<file path="src/rtl/txq_evt_pkg.sv">
package txq_evt_pkg;
  localparam int ERR_N_DEF = 10;
  localparam int CNT_W_DEF = 12;
  localparam int RD_W      = 64;
  localparam int LMK_LSB   = 16;
  localparam int CNT_LSB   = 32;
  localparam logic [1:0] A_STAT = 2'd0;
  localparam logic [1:0] A_MASK = 2'd1;
  localparam logic [1:0] A_INJ  = 2'd2;
endpackage

</file>
<file path="src/rtl/txq_err_flags.sv">
module txq_err_flags #(
  parameter int N = 10
) (
  input  logic         clk,
  input  logic         rst_n,
  input  logic [N-1:0] hw_set,
  input  logic [N-1:0] inj_set,
  input  logic [N-1:0] sw_clr,
  output logic [N-1:0] flags,
  output logic         fatal
);
  logic [N-1:0] flag_nxt;
  logic         fatal_nxt;
  logic         upd;

  always_comb begin
    flag_nxt  = (flags & ~sw_clr) | hw_set | inj_set;
    fatal_nxt = |(flag_nxt & ~flags);
    upd       = |(hw_set | inj_set | sw_clr);
  end

  always_ff @(posedge clk or negedge rst_n) begin
    if (!rst_n) begin
      flags <= '0;
    end else if (upd) begin
      flags <= flag_nxt;
    end
  end

  always_ff @(posedge clk or negedge rst_n) begin
    if (!rst_n) fatal <= 1'b0;
    else        fatal <= fatal_nxt;
  end
endmodule

</file>
<file path="src/rtl/txq_mark_trk.sv">
module txq_mark_trk #(
  parameter int CNT_W = 12
) (
  input  logic             clk,
  input  logic             rst_n,
  input  logic             tx_done,
  input  logic             tx_mark,
  input  logic             sw_mark_w1,
  input  logic             inj_mark,
  input  logic             inj_ovf,
  input  logic             sw_mb_set,
  input  logic             mbox_done,
  output logic [CNT_W-1:0] pkt_cnt,
  output logic [CNT_W-1:0] last_mark,
  output logic [CNT_W-1:0] cnt_nxt,
  output logic [CNT_W-1:0] lmk_nxt,
  output logic             marked,
  output logic             ovf,
  output logic             mb_en,
  output logic             req,
  output logic             take
);
  logic mark_tx, direct, queued, done;
  logic hw_mark_set, hw_ovf_set;
  logic marked_nxt, ovf_nxt, mb_nxt, req_nxt, extra_nxt;
  logic extra;

  always_comb begin
    mark_tx     = tx_done & tx_mark;
    cnt_nxt     = tx_done ? pkt_cnt + 1'b1 : pkt_cnt;
    lmk_nxt     = mark_tx ? pkt_cnt + 1'b1 : last_mark;
    direct      = mark_tx & ~mb_en;
    take        = mark_tx & mb_en & ~req;
    queued      = mark_tx & req;
    done        = req & mbox_done;
    hw_mark_set = direct | done;
    hw_ovf_set  = (direct & marked) | (done & (marked | extra | queued));

    if (hw_mark_set || inj_mark)     marked_nxt = 1'b1;
    else if (sw_mark_w1 && !ovf)     marked_nxt = 1'b0;
    else                             marked_nxt = marked;

    if (hw_ovf_set || inj_ovf)       ovf_nxt = 1'b1;
    else if (sw_mark_w1)             ovf_nxt = 1'b0;
    else                             ovf_nxt = ovf;

    if (done)           mb_nxt = 1'b0;
    else if (sw_mb_set) mb_nxt = 1'b1;
    else                mb_nxt = mb_en;

    if (take)      req_nxt = 1'b1;
    else if (done) req_nxt = 1'b0;
    else           req_nxt = req;

    if (done)        extra_nxt = 1'b0;
    else if (queued) extra_nxt = 1'b1;
    else             extra_nxt = extra;
  end

  always_ff @(posedge clk or negedge rst_n) begin
    if (!rst_n) begin
      pkt_cnt   <= '0;
      last_mark <= '0;
    end else if (tx_done) begin
      pkt_cnt   <= cnt_nxt;
      last_mark <= lmk_nxt;
    end
  end

  always_ff @(posedge clk or negedge rst_n) begin
    if (!rst_n) begin
      marked <= 1'b0;
      ovf    <= 1'b0;
      mb_en  <= 1'b0;
      req    <= 1'b0;
      extra  <= 1'b0;
    end else begin
      marked <= marked_nxt;
      ovf    <= ovf_nxt;
      mb_en  <= mb_nxt;
      req    <= req_nxt;
      extra  <= extra_nxt;
    end
  end
endmodule

</file>
<file path="src/rtl/txq_irq_gen.sv">
module txq_irq_gen #(
  parameter int N = 10
) (
  input  logic [N-1:0] flags,
  input  logic [N-1:0] err_mask,
  input  logic         marked,
  input  logic         mark_mask,
  output logic         irq_err,
  output logic         irq_note
);
  logic [N-1:0] live;

  for (genvar i = 0; i < N; i++) begin : g_src
    assign live[i] = flags[i] & ~err_mask[i];
  end

  assign irq_err  = |live;
  assign irq_note = marked & ~mark_mask;
endmodule

</file>
<file path="src/rtl/txq_event_csr.sv">
module txq_event_csr
  import txq_evt_pkg::*;
#(
  parameter int N_ERR = ERR_N_DEF,
  parameter int CNT_W = CNT_W_DEF,
  localparam int MARK_B = N_ERR,
  localparam int OVF_B  = N_ERR + 1,
  localparam int MBEN_B = N_ERR + 2,
  localparam int WR_W   = N_ERR + 3
) (
  input  logic             clk,
  input  logic             rst_n,
  input  logic             reg_we,
  input  logic [1:0]       reg_addr,
  input  logic [WR_W-1:0]  reg_wdata,
  output logic [RD_W-1:0]  reg_rdata,
  input  logic [N_ERR-1:0] err_evt,
  input  logic             tx_done,
  input  logic             tx_mark,
  output logic             mbox_req,
  output logic [RD_W-1:0]  mbox_data,
  input  logic             mbox_done,
  output logic             irq_note,
  output logic             irq_err,
  output logic             fatal_pulse
);
  logic wr_stat, wr_mask, wr_inj;
  logic [N_ERR-1:0] err_clr, err_inj, err_flags;
  logic [N_ERR-1:0] err_mask_q, err_mask_nxt;
  logic mark_mask_q, mark_mask_nxt;
  logic [CNT_W-1:0] pkt_cnt, last_mark, cnt_nxt, lmk_nxt;
  logic marked_q, ovf_q, mb_en, take;
  logic [RD_W-1:0] stat_word, snap_word, mask_word, snap_q;

  always_comb begin
    wr_stat = reg_we && (reg_addr == A_STAT);
    wr_mask = reg_we && (reg_addr == A_MASK);
    wr_inj  = reg_we && (reg_addr == A_INJ);
    err_clr = wr_stat ? reg_wdata[N_ERR-1:0] : '0;
    err_inj = wr_inj  ? reg_wdata[N_ERR-1:0] : '0;
  end

  txq_err_flags #(.N(N_ERR)) u_flags (
    .clk     (clk),
    .rst_n   (rst_n),
    .hw_set  (err_evt),
    .inj_set (err_inj),
    .sw_clr  (err_clr),
    .flags   (err_flags),
    .fatal   (fatal_pulse)
  );

  txq_mark_trk #(.CNT_W(CNT_W)) u_mark (
    .clk        (clk),
    .rst_n      (rst_n),
    .tx_done    (tx_done),
    .tx_mark    (tx_mark),
    .sw_mark_w1 (wr_stat & reg_wdata[MARK_B]),
    .inj_mark   (wr_inj & reg_wdata[MARK_B]),
    .inj_ovf    (wr_inj & reg_wdata[OVF_B]),
    .sw_mb_set  (wr_stat & reg_wdata[MBEN_B]),
    .mbox_done  (mbox_done),
    .pkt_cnt    (pkt_cnt),
    .last_mark  (last_mark),
    .cnt_nxt    (cnt_nxt),
    .lmk_nxt    (lmk_nxt),
    .marked     (marked_q),
    .ovf        (ovf_q),
    .mb_en      (mb_en),
    .req        (mbox_req),
    .take       (take)
  );

  txq_irq_gen #(.N(N_ERR)) u_irq (
    .flags     (err_flags),
    .err_mask  (err_mask_q),
    .marked    (marked_q),
    .mark_mask (mark_mask_q),
    .irq_err   (irq_err),
    .irq_note  (irq_note)
  );

  // mask register
  always_comb begin
    err_mask_nxt  = reg_wdata[N_ERR-1:0];
    mark_mask_nxt = reg_wdata[MARK_B];
  end

  always_ff @(posedge clk or negedge rst_n) begin
    if (!rst_n) begin
      err_mask_q  <= '1;
      mark_mask_q <= 1'b1;
    end else if (wr_mask) begin
      err_mask_q  <= err_mask_nxt;
      mark_mask_q <= mark_mask_nxt;
    end
  end

  // word assembly
  always_comb begin
    stat_word                       = '0;
    stat_word[N_ERR-1:0]            = err_flags;
    stat_word[MARK_B]               = marked_q;
    stat_word[OVF_B]                = ovf_q;
    stat_word[MBEN_B]               = mb_en;
    stat_word[LMK_LSB +: CNT_W]     = last_mark;
    stat_word[CNT_LSB +: CNT_W]     = pkt_cnt;

    snap_word                       = stat_word;
    snap_word[MBEN_B]               = 1'b1;
    snap_word[LMK_LSB +: CNT_W]     = lmk_nxt;
    snap_word[CNT_LSB +: CNT_W]     = cnt_nxt;

    mask_word                       = '0;
    mask_word[N_ERR-1:0]            = err_mask_q;
    mask_word[MARK_B]               = mark_mask_q;
  end

  always_ff @(posedge clk or negedge rst_n) begin
    if (!rst_n)    snap_q <= '0;
    else if (take) snap_q <= snap_word;
  end

  assign mbox_data = snap_q;

  always_comb begin
    case (reg_addr)
      A_STAT, A_INJ: reg_rdata = stat_word;
      A_MASK:        reg_rdata = mask_word;
      default:       reg_rdata = '0;
    endcase
  end
endmodule

</file>
<file path="config.mk">
export PLATFORM = sky130hd
export DESIGN_NAME = txq_event_csr
export DESIGN_NICKNAME = d
export VERILOG_FILES = /design/src/rtl/txq_evt_pkg.sv /design/src/rtl/txq_err_flags.sv /design/src/rtl/txq_mark_trk.sv /design/src/rtl/txq_irq_gen.sv /design/src/rtl/txq_event_csr.sv
export SDC_FILE = /design/constraint.sdc
export NUM_CORES = 1
export LEC_CHECK = 0
export BUFFER_PORTS_ARGS = -buffer_cell sky130_fd_sc_hd__buf_4
export CELL_PAD_IN_SITES_DETAIL_PLACEMENT = 2
export CELL_PAD_IN_SITES_GLOBAL_PLACEMENT = 2
export CORE_MARGIN = 3
export CORE_UTILIZATION = 27
export CTS_CLUSTER_DIAMETER = 30
export DETAILED_ROUTE_END_ITERATION = 6
export PLACE_DENSITY_LB_ADDON = 0.1
export SLEW_MARGIN = 10
export SYNTH_ARGS = -nofsm -noshare
export SYNTH_HDL_FRONTEND = slang
export SYNTH_SLANG_ARGS = --single-unit
</file>
<file path="constraint.sdc">
create_clock -name clk -period 1.55 [get_ports clk]
set_input_delay 0.155 -clock clk [delete_from_list [all_inputs] [get_ports clk]]
set_output_delay 0.155 -clock clk [all_outputs]
set_load 0.01 [all_outputs]
</file>
Word-level counts from Yosys, hierarchy flattened
Cells that the tools add are included.

word-level totals
  bits of input ports = 31
  logic and storage cells = 95
  bits in registers = 88
  output and inout port bits = 132

operators by class
  mux-type cells = 15
  reduce and logical (&&, ||, !) cells = 17
  bitwise gates (word level) = 48
  equality and inequality tests = 2
  add/subtract/negate cells = 1

operators by type and width
  kind                                                  count
  case mux 44 bit (2 select lines)                      1
  bitwise OR 10 bit                                     4
  OR reduction 10 bit                                   3
  2-to-1 mux 12 bit                                     2
  AND 1 bit                                             23
  AND 10 bit                                            2
  2-to-1 mux 10 bit                                     2
  inverter 10 bit                                       2
  inverter 1 bit                                        13
  adder 12 x 1 -> 12 bit (second input constant)        1
  2-to-1 mux 1 bit                                      10
  nonzero test 2 bit                                    5
  logical AND 1 bit                                     4
  bitwise OR 1 bit                                      4
  equality test 2 x 1 -> 1 bit (second input constant)  1
  equality test 2 bit (second input constant)           1
  zero test 2 bit                                       1
  logical OR 1 bit                                      2
  OR reduction 2 bit                                    1
  zero test 1 bit                                       1

Depth between registers and ports, before layout
Gate-level depths: netlist of the first run.

  depth in word-level cells = 9
  gate-level depth with buffers = 6
  depth with buffers taken out = 5

Cells and area by module
Synthesis of the first run repeated with hierarchy kept, for this count alone.

unflattened totals
  cell total of the unflattened synthesis = 457
  area total of the unflattened synthesis = 4948.5 um^2

by module, submodules not included
  module         seq. area each (um^2)  area an instance (um^2)  instances  cells an instance
  txq_event_csr  1214.9                 2740.1                   1          229
  txq_mark_trk   725.7                  1659.1                   1          163
  txq_err_flags  275.3                  462.9                    1          49
  txq_irq_gen    0.0                    86.3                     1          16

Least setup slack after synthesis of the first run
Ideal clock, no wire load.

  path type = register -> register
  start = register u_mark.pkt_cnt[1]
  end = register snap_q[24], in the netlist mbox_data[24]
  slack = 71 ps
  arrival = 1351 ps
  period minus slack after synthesis = 1479 ps
  buffers on the path = 1
  stages on the path, launching flop included = 7
  data required time = 1423 ps
  cell sequence = dfrtp_1 ha_1 and3_1 clkbuf_2 nand4_1 xor2_1 a21oi_1

on the way
  longest elaborated chain between the ends = 2

RTL lines
  element                 RTL line              text
  from (decl)             txq_mark_trk.sv:13    output logic [CNT_W-1:0] pkt_cnt,
  from (signal assigned)  txq_mark_trk.sv:65    pkt_cnt <= cnt_nxt;
  adder 12 x 1 -> 12 bit  txq_mark_trk.sv:31    lmk_nxt = mark_tx ? pkt_cnt + 1'b1 : last_mark;
  2-to-1 mux 12 bit       txq_mark_trk.sv:31
  to (signal assigned)    txq_event_csr.sv:121  else if (take) snap_q <= snap_word;
  to (decl)               txq_event_csr.sv:33   logic [RD_W-1:0] stat_word, snap_word, mask_word, snap_q;

Every way passes these cells.
A chain may end at the register's enable or synchronous reset.

Worst setup path in the final report of the first run
  start = register err_mask_q[8]
  end = output port irq_err

on the way
  longest elaborated chain between the ends = 3

RTL lines
  element                 RTL line             text
  from (decl)             txq_event_csr.sv:29  logic [N_ERR-1:0] err_mask_q, err_mask_nxt;
  from (signal assigned)  txq_event_csr.sv:94  err_mask_q <= err_mask_nxt;
  inverter 1 bit          txq_irq_gen.sv:14    assign live[i] = flags[i] & ~err_mask[i];
  AND 1 bit               txq_irq_gen.sv:14
  OR reduction 10 bit     txq_irq_gen.sv:17    assign irq_err = |live;
  to (decl)               txq_event_csr.sv:24  output logic irq_err,

Every way passes these cells.

==> results.toml, run 1 <==
[grt]
antenna_found_initial = 0
grt_max_degree = 89
grt.met3_usage = 0.0305
grt_pass1_wl_um = 22000
met2_usage = 0.250
grt_pass1_vias = 3946
overflow = 0
grt_most_used_layer = "met2"
grtUsageMet1 = 0.208
grtUsageTotal = 0.155

[logic_synthesis]
ys.flop_type = "dfrtp_1"
synth_compound_area_frac = 0.118
synth-simple-area-share = 0.182
synth_top_area_share = 0.425
synth_common_cells = "dfrtp_1, buf_4, nand2_1, o21ai_0, nor2b_1"
yosysUniqueCellTypes = 43
synth_top_family_by_area = "simple AND/OR/NAND/NOR gates"
synth_seq_area_share = 0.489
synth_cells = 464
synth-async-reset-ratio = 1.00
yosys-top-cells-area = "dfrtp_1, buf_4, dfstp_2"
yosysTopAreaCell = "dfrtp_1"
ys_warn_count = 0
synth-xor-area-share = 0.0406
mappedNetlistArea_um2 = 4530
synth_edf_count = 0
synthAdderAreaFrac = 0.00276
muxShareOfSynthArea = 0.0323
synth_most_common_cell = "dfrtp_1"
avgSynthCellArea_um2 = 9.77
ys_ff_latch = 88

[critical_path]
worstPathRequired_ps = 1390
crit_end = "irq_err"
worst-r2r-cell-count = 5
cp-startpoint = "err_mask_q[8]$_DFFE_PN1P_"
end_kind = "output pin"
crit_path_cell_trace = "o22ai_4 > nor3_2 > or3b_4 > buf_6"
r2r_start = "u_mark.pkt_cnt[1]$_DFFE_PN0P_"
rr_endpoint = "mbox_data[36]$_DFFE_PN0P_"
arrival_ps = 1700
r2r_slack_ps = 40
critPathSlowestCell = "dfstp_2"
crit_fanout = 2
critPathLaunchType = "flop"
crit_path_max_incr_delay_ps = 560
setup.worst_path.class = "flop to output pin"

[floorplanning]
rows = 46
pin_count = 163
die_y_um = 136
start_util = 0.280
dieArea_um2 = 18400
die_width_um = 136
core-area_um2 = 16200

[sta]
fin_crit_ps = 1860
worst_slew_pin_slew_ps = 505
setup_ws_ps = -306
clock_skew_ps = 3.26
finalHoldViolations = 0
setup_viol = 1
drv_slew = 0
grt_setup_unrepaired = "yes"
max_slew_margin = 0.663
post-route-period-util = 1.20
fmax_ghz = 0.539

[placement]
place_ws_ps = -50.4
portBuffers = 108
post-dp-hpwl_um = 10100
gp_congestion = 0.756
dpl_cell_area_um2 = 5560

[routing]
wl_um = 13900
wl_per_cell_um = 17.0
via_count = 3649
remaining_drc_errors = 0
detail-route-antenna-nets = 0
first_iter_violations = 112
avgViaCountPerCell = 4.44
dr.pass1.iters = 4

[clock_tree]
worstSkewPairLatency_ps = 350
h-tree-depth = 3
clk_pin_slew_ps = 60
cts-root-buf = "clkbuf_16"
clockBufferDepth = 2
cts_tree = "yes"
cts.sinks = 88
cts_buffers = 9

[outcome]
outcome = "finished with violations"
violations = "setup timing"

[cells_and_area]
area_growth_pct = 34.1
fin_area_um2 = 6080
drive_above_1_share = 0.360
fin_nets = 633
antenna_cells = 0

[worst_hold_path]
min_path_type = "primary input to flop"

[power]
finalPower_mw = 9.37
ir_worst_vdd_uv = 613
power_leakage_nw = 2.85
power_density_nw_per_um2 = 1540

[run]
max-cap-violations = 0
==> cell families after synthesis <==
logic type,count (synthesis)
xor gates and xnor gates,21
buffers and inverters,100
and+or+nand+nor,146
muxes,13
AOI/OAI and AO/OA,94
DFF,88
adders and majority gates,1
other,1
==> registers in the layout, summed over array words and instances, names as in the netlist, 10 cells and up <==
name              cells
u_flags.flags        10
err_mask_q           10
mbox_data            37
u_mark.last_mark     12
u_mark.pkt_cnt       12
==> power by group <==
part           switching [mW]  internal [mW]  total, mW
Sequential              0.587           3.10       3.69
Clock                   0.968           1.30       2.26
Combinational            1.66           1.75       3.42
Total                    3.22           6.15       9.37
==> critical path, delay by kind of cell, from the launching register on <==
family / cells / cell delay, ps
simple gates: 2 / 580
buf+inv: 1 / 130
flops: 1 / 560
compound gates: 1 / 90
==> timing repair <==
item | 4_1_cts | 5_1_grt
gates resized for setup | 5 | 23
hold buffers | 6 | 0
pin swaps | 2 | 10
endpoints found under the hold margin | 83 | 0
buffers inserted | 2 | 3
endpoints found under the setup margin | 4 | 28
==> area by class of cell <==
class | instances | area [um^2]
multi-input combinational | 329 | 2010
clock buffer | 10 | 239
clock inverter | 6 | 68.8
tap | 216 | 270
inverter | 20 | 75.1
sequential | 88 | 2220
timing repair buffer | 153 | 1200
fill | 1812 | 10100
==> metrics by stage <==
step	util	cells	hold slack [ps]	TNS, ps
2_1_floorplan	-	517	-141	0
3_3_place_gp	0.344	795	234	-44.4
3_5_place_dp	0.344	795	245	-50.4
4_1_cts	0.369	819	0.617	-319
5_1_grt	0.376	822	10.5	-566
6_report	0.376	822	17.0	-306
==> layer usage <==
metal	share of wire	wire length, um	vias up
met4	0.017	239	0
met2	0.47	6570	116
met3	0.055	771	12
met5	0	0	-
li1	-	-	1722
met1	0.46	6350	1799
==> worst min-delay path by stage <==
stage                              endpoint  depth (start not counted)       start  slack, ps
2_1_floorplan      mbox_data[0]$_DFFE_PN0P_                          0       rst_n       -140
3_3_place_gp       mbox_data[1]$_DFFE_PN0P_                          2       rst_n        230
3_5_place_dp       mbox_data[0]$_DFFE_PN0P_                          2       rst_n        240
4_1_cts        u_flags.flags[3]$_DFFE_PN0P_                          2  err_evt[3]        0.6
5_1_grt        u_flags.flags[1]$_DFFE_PN0P_                          2  err_evt[1]         10
6_report       u_flags.flags[3]$_DFFE_PN0P_                          2  err_evt[3]         20
==> placed cells by master, fill, tap and decap left out, types with 9 or more instances in the layout <==
| cell | netlist | final |
|---|---|---|
| buf_4 | 59 | 142 |
| dfrtp_1 | 77 | 73 |
| nand2_1 | 54 | 54 |
| conb_1 | 1 | 54 |
| o21ai_0 | 45 | 43 |
| nor2b_1 | 25 | 25 |
| a21oi_1 | 23 | 23 |
| nor2_1 | 21 | 21 |
| inv_1 | 20 | 20 |
| mux2_2 | 13 | 13 |
| xnor2_1 | 16 | 13 |
| dfstp_2 | 11 | 11 |
| clkbuf_16 | 0 | 9 |
Power figures use the tool's default switching activity.
==> run 2, diff against run 1 <==
--- a/config.mk
+++ b/config.mk
@@ -6,13 +6,11 @@
 export NUM_CORES = 1
 export LEC_CHECK = 0
 export BUFFER_PORTS_ARGS = -buffer_cell sky130_fd_sc_hd__buf_4
-export CELL_PAD_IN_SITES_DETAIL_PLACEMENT = 2
-export CELL_PAD_IN_SITES_GLOBAL_PLACEMENT = 2
 export CORE_MARGIN = 3
-export CORE_UTILIZATION = 27
+export CORE_UTILIZATION = 45
 export CTS_CLUSTER_DIAMETER = 30
 export DETAILED_ROUTE_END_ITERATION = 6
-export PLACE_DENSITY_LB_ADDON = 0.1
+export PLACE_DENSITY = 0.76
 export SLEW_MARGIN = 10
 export SYNTH_ARGS = -nofsm -noshare
 export SYNTH_HDL_FRONTEND = slang
==> constraint.sdc (replaced) <==
create_clock -name clk -period 1.55 [get_ports clk]
set_input_delay 0.2325 -clock clk [delete_from_list [all_inputs] [get_ports clk]]
set_output_delay 0.2325 -clock clk [all_outputs]
set_load 0.01 [all_outputs]
==> run 2 against run 1 <==
The flow still finishes with violations (setup timing). Cell count shrank 12%. Worst setup slack lost 64 ps. Clock skew grew 14 ps. Clock power shrank 21%.
==> results.toml, run 2 (synthesis results as in run 1) <==
[outcome]
outcome = "finished with violations"
violations = "setup timing"

[routing]
wl_um = 10400
via_count = 3523
detail-route-antenna-nets = 0
remaining_drc_errors = 0
avgViaCountPerCell = 4.86
wl_per_cell_um = 14.3
dr.pass1.iters = 4
first_iter_violations = 126

[clock_tree]
clk_pin_slew_ps = 90
cts-root-buf = "clkbuf_8"
worstSkewPairLatency_ps = 360
cts_tree = "yes"
h-tree-depth = 3
cts.sinks = 88
cts_buffers = 9
clockBufferDepth = 2

[floorplanning]
start_util = 0.464
dieArea_um2 = 11300
die_y_um = 106
rows = 36
pin_count = 163
core-area_um2 = 9770
die_width_um = 106

[worst_hold_path]
min_path_type = "primary input to flop"

[cells_and_area]
largest_register_ffs = 37
fin_area_um2 = 5760
layout_common_cells = "buf_4, dfrtp_1, nand2_1, conb_1, o21ai_0"
antenna_cells = 0
fin_nets = 619
nFillCells = 813
drive_above_1_share = 0.351
stdcell_count = 725
mostFrequentLayoutCell = "buf_4"
area_growth_pct = 27.1

[sta]
fmax_ghz = 0.521
post-route-period-util = 1.24
grt_setup_unrepaired = "yes"
tns_ps = -371
fin_crit_ps = 1920
setup_ws_ps = -371
setup_viol = 2
finalHoldViolations = 0
clock_skew_ps = 17.6
drv_slew = 0

[grt]
grt_pass1_wl_um = 17000
grt_max_degree = 48
grtUsageMet1 = 0.236
overflow = 0
grt_most_used_layer = "met2"
antenna_found_initial = 0
grt_pass1_vias = 3484
grt.met3_usage = 0.0589
grtUsageTotal = 0.187
met2_usage = 0.310

[critical_path]
path_buf_inv = 1
critPathLaunchType = "flop"
end_kind = "output pin"
worstPathRequired_ps = 1320
setup.worst_path.class = "flop to output pin"
critPathSlowestCell = "dfstp_2"
crit_family = "simple AND/OR/NAND/NOR gates"
crit_path_cell_trace = "o22ai_2 > nor3_1 > or3b_4 > buf_6"
crit_path_max_incr_delay_ps = 550
crit_fanout = 2
arrival_ps = 1690

[power]
power_density_nw_per_um2 = 1490
power_leakage_nw = 2.77
finalPower_mw = 8.59
ir_worst_vdd_uv = 927

[placement]
post-dp-hpwl_um = 7800
dp.cells = 707
gp_congestion = 0.855
dpl_cell_area_um2 = 5430
portBuffers = 108

[run]
max-cap-violations = 0
run 2: cell count changes in the layout (fill, tap and decap cells not counted), sizes merged:
cell / delta
buf: -9
dlygate4sd3: -5
clkinvlp: -3
bufinv: +1
clkinv: +1
inv: +1
run 2: final cells by class:
class / instances / area [um^2] / area share
Clock inverter: 6 / 90.1 / 0.0156
Sequential cell: 88 / 2220 / 0.385
Clock buffer: 10 / 138 / 0.0239
Timing Repair Buffer: 139 / 1090 / 0.189
Multi-Input combinational cell: 329 / 1980 / 0.344
Tap cell: 133 / 166 / 0.0289
Inverter: 20 / 75.1 / 0.0130
run 2: path summary, 6_finish.rpt:
kind                                                from                           end  slack [ps]  cells past startpoint
max                            err_mask_q[8]$_DFFE_PN1P_                       irq_err        -370                      4
min                                           err_evt[7]  u_flags.flags[7]$_DFFE_PN0P_          70                      2
max reg2reg                u_mark.pkt_cnt[0]$_DFFE_PN0P_     mbox_data[36]$_DFFE_PN0P_          70                      5
min reg2reg                    mbox_data[12]$_DFFE_PN0P_     mbox_data[12]$_DFFE_PN0P_         470                      1
max in group asynchronous                          rst_n       mark_mask_q$_DFFE_PN1P_         590                      3
min in group asynchronous                          rst_n      mbox_data[5]$_DFFE_PN0P_         300                      2
run 2: per-stage QoR:
step | worst slack, ps | hold WS (ps) | util
6_report | -371 | 68.6 | 0.589
5_1_grt | -422 | 50.9 | 0.589
3_3_place_gp | -83.9 | 127 | 0.556
4_1_cts | -388 | 47.3 | 0.582
3_5_place_dp | -93.5 | 125 | 0.556
2_1_floorplan | 71.4 | -63.1 | -
run 2: layer usage:
layer	vias to the layer above	share of wire
met2	137	0.48
met4	0	0.012
met1	1695	0.42
li1	1679	-
met3	12	0.089
met5	-	0
run 2: power by group:
group / internal (mW) / switching, mW / total (mW)
registers: 3.09 / 0.517 / 3.61
logic: 1.66 / 1.55 / 3.20
clock network: 0.957 / 0.822 / 1.78
total: 5.71 / 2.88 / 8.59
run 2: what timing repair did:
action | 4_1_cts | 5_1_grt
buffers inserted | 0 | 1
hold buffers | 1 | 0
gates resized for setup | 5 | 18
gates cloned | 0 | 0
setup endpoints to repair | 3 | 24
pin swaps | 3 | 1
endpoints found under the hold margin | 18 | 0
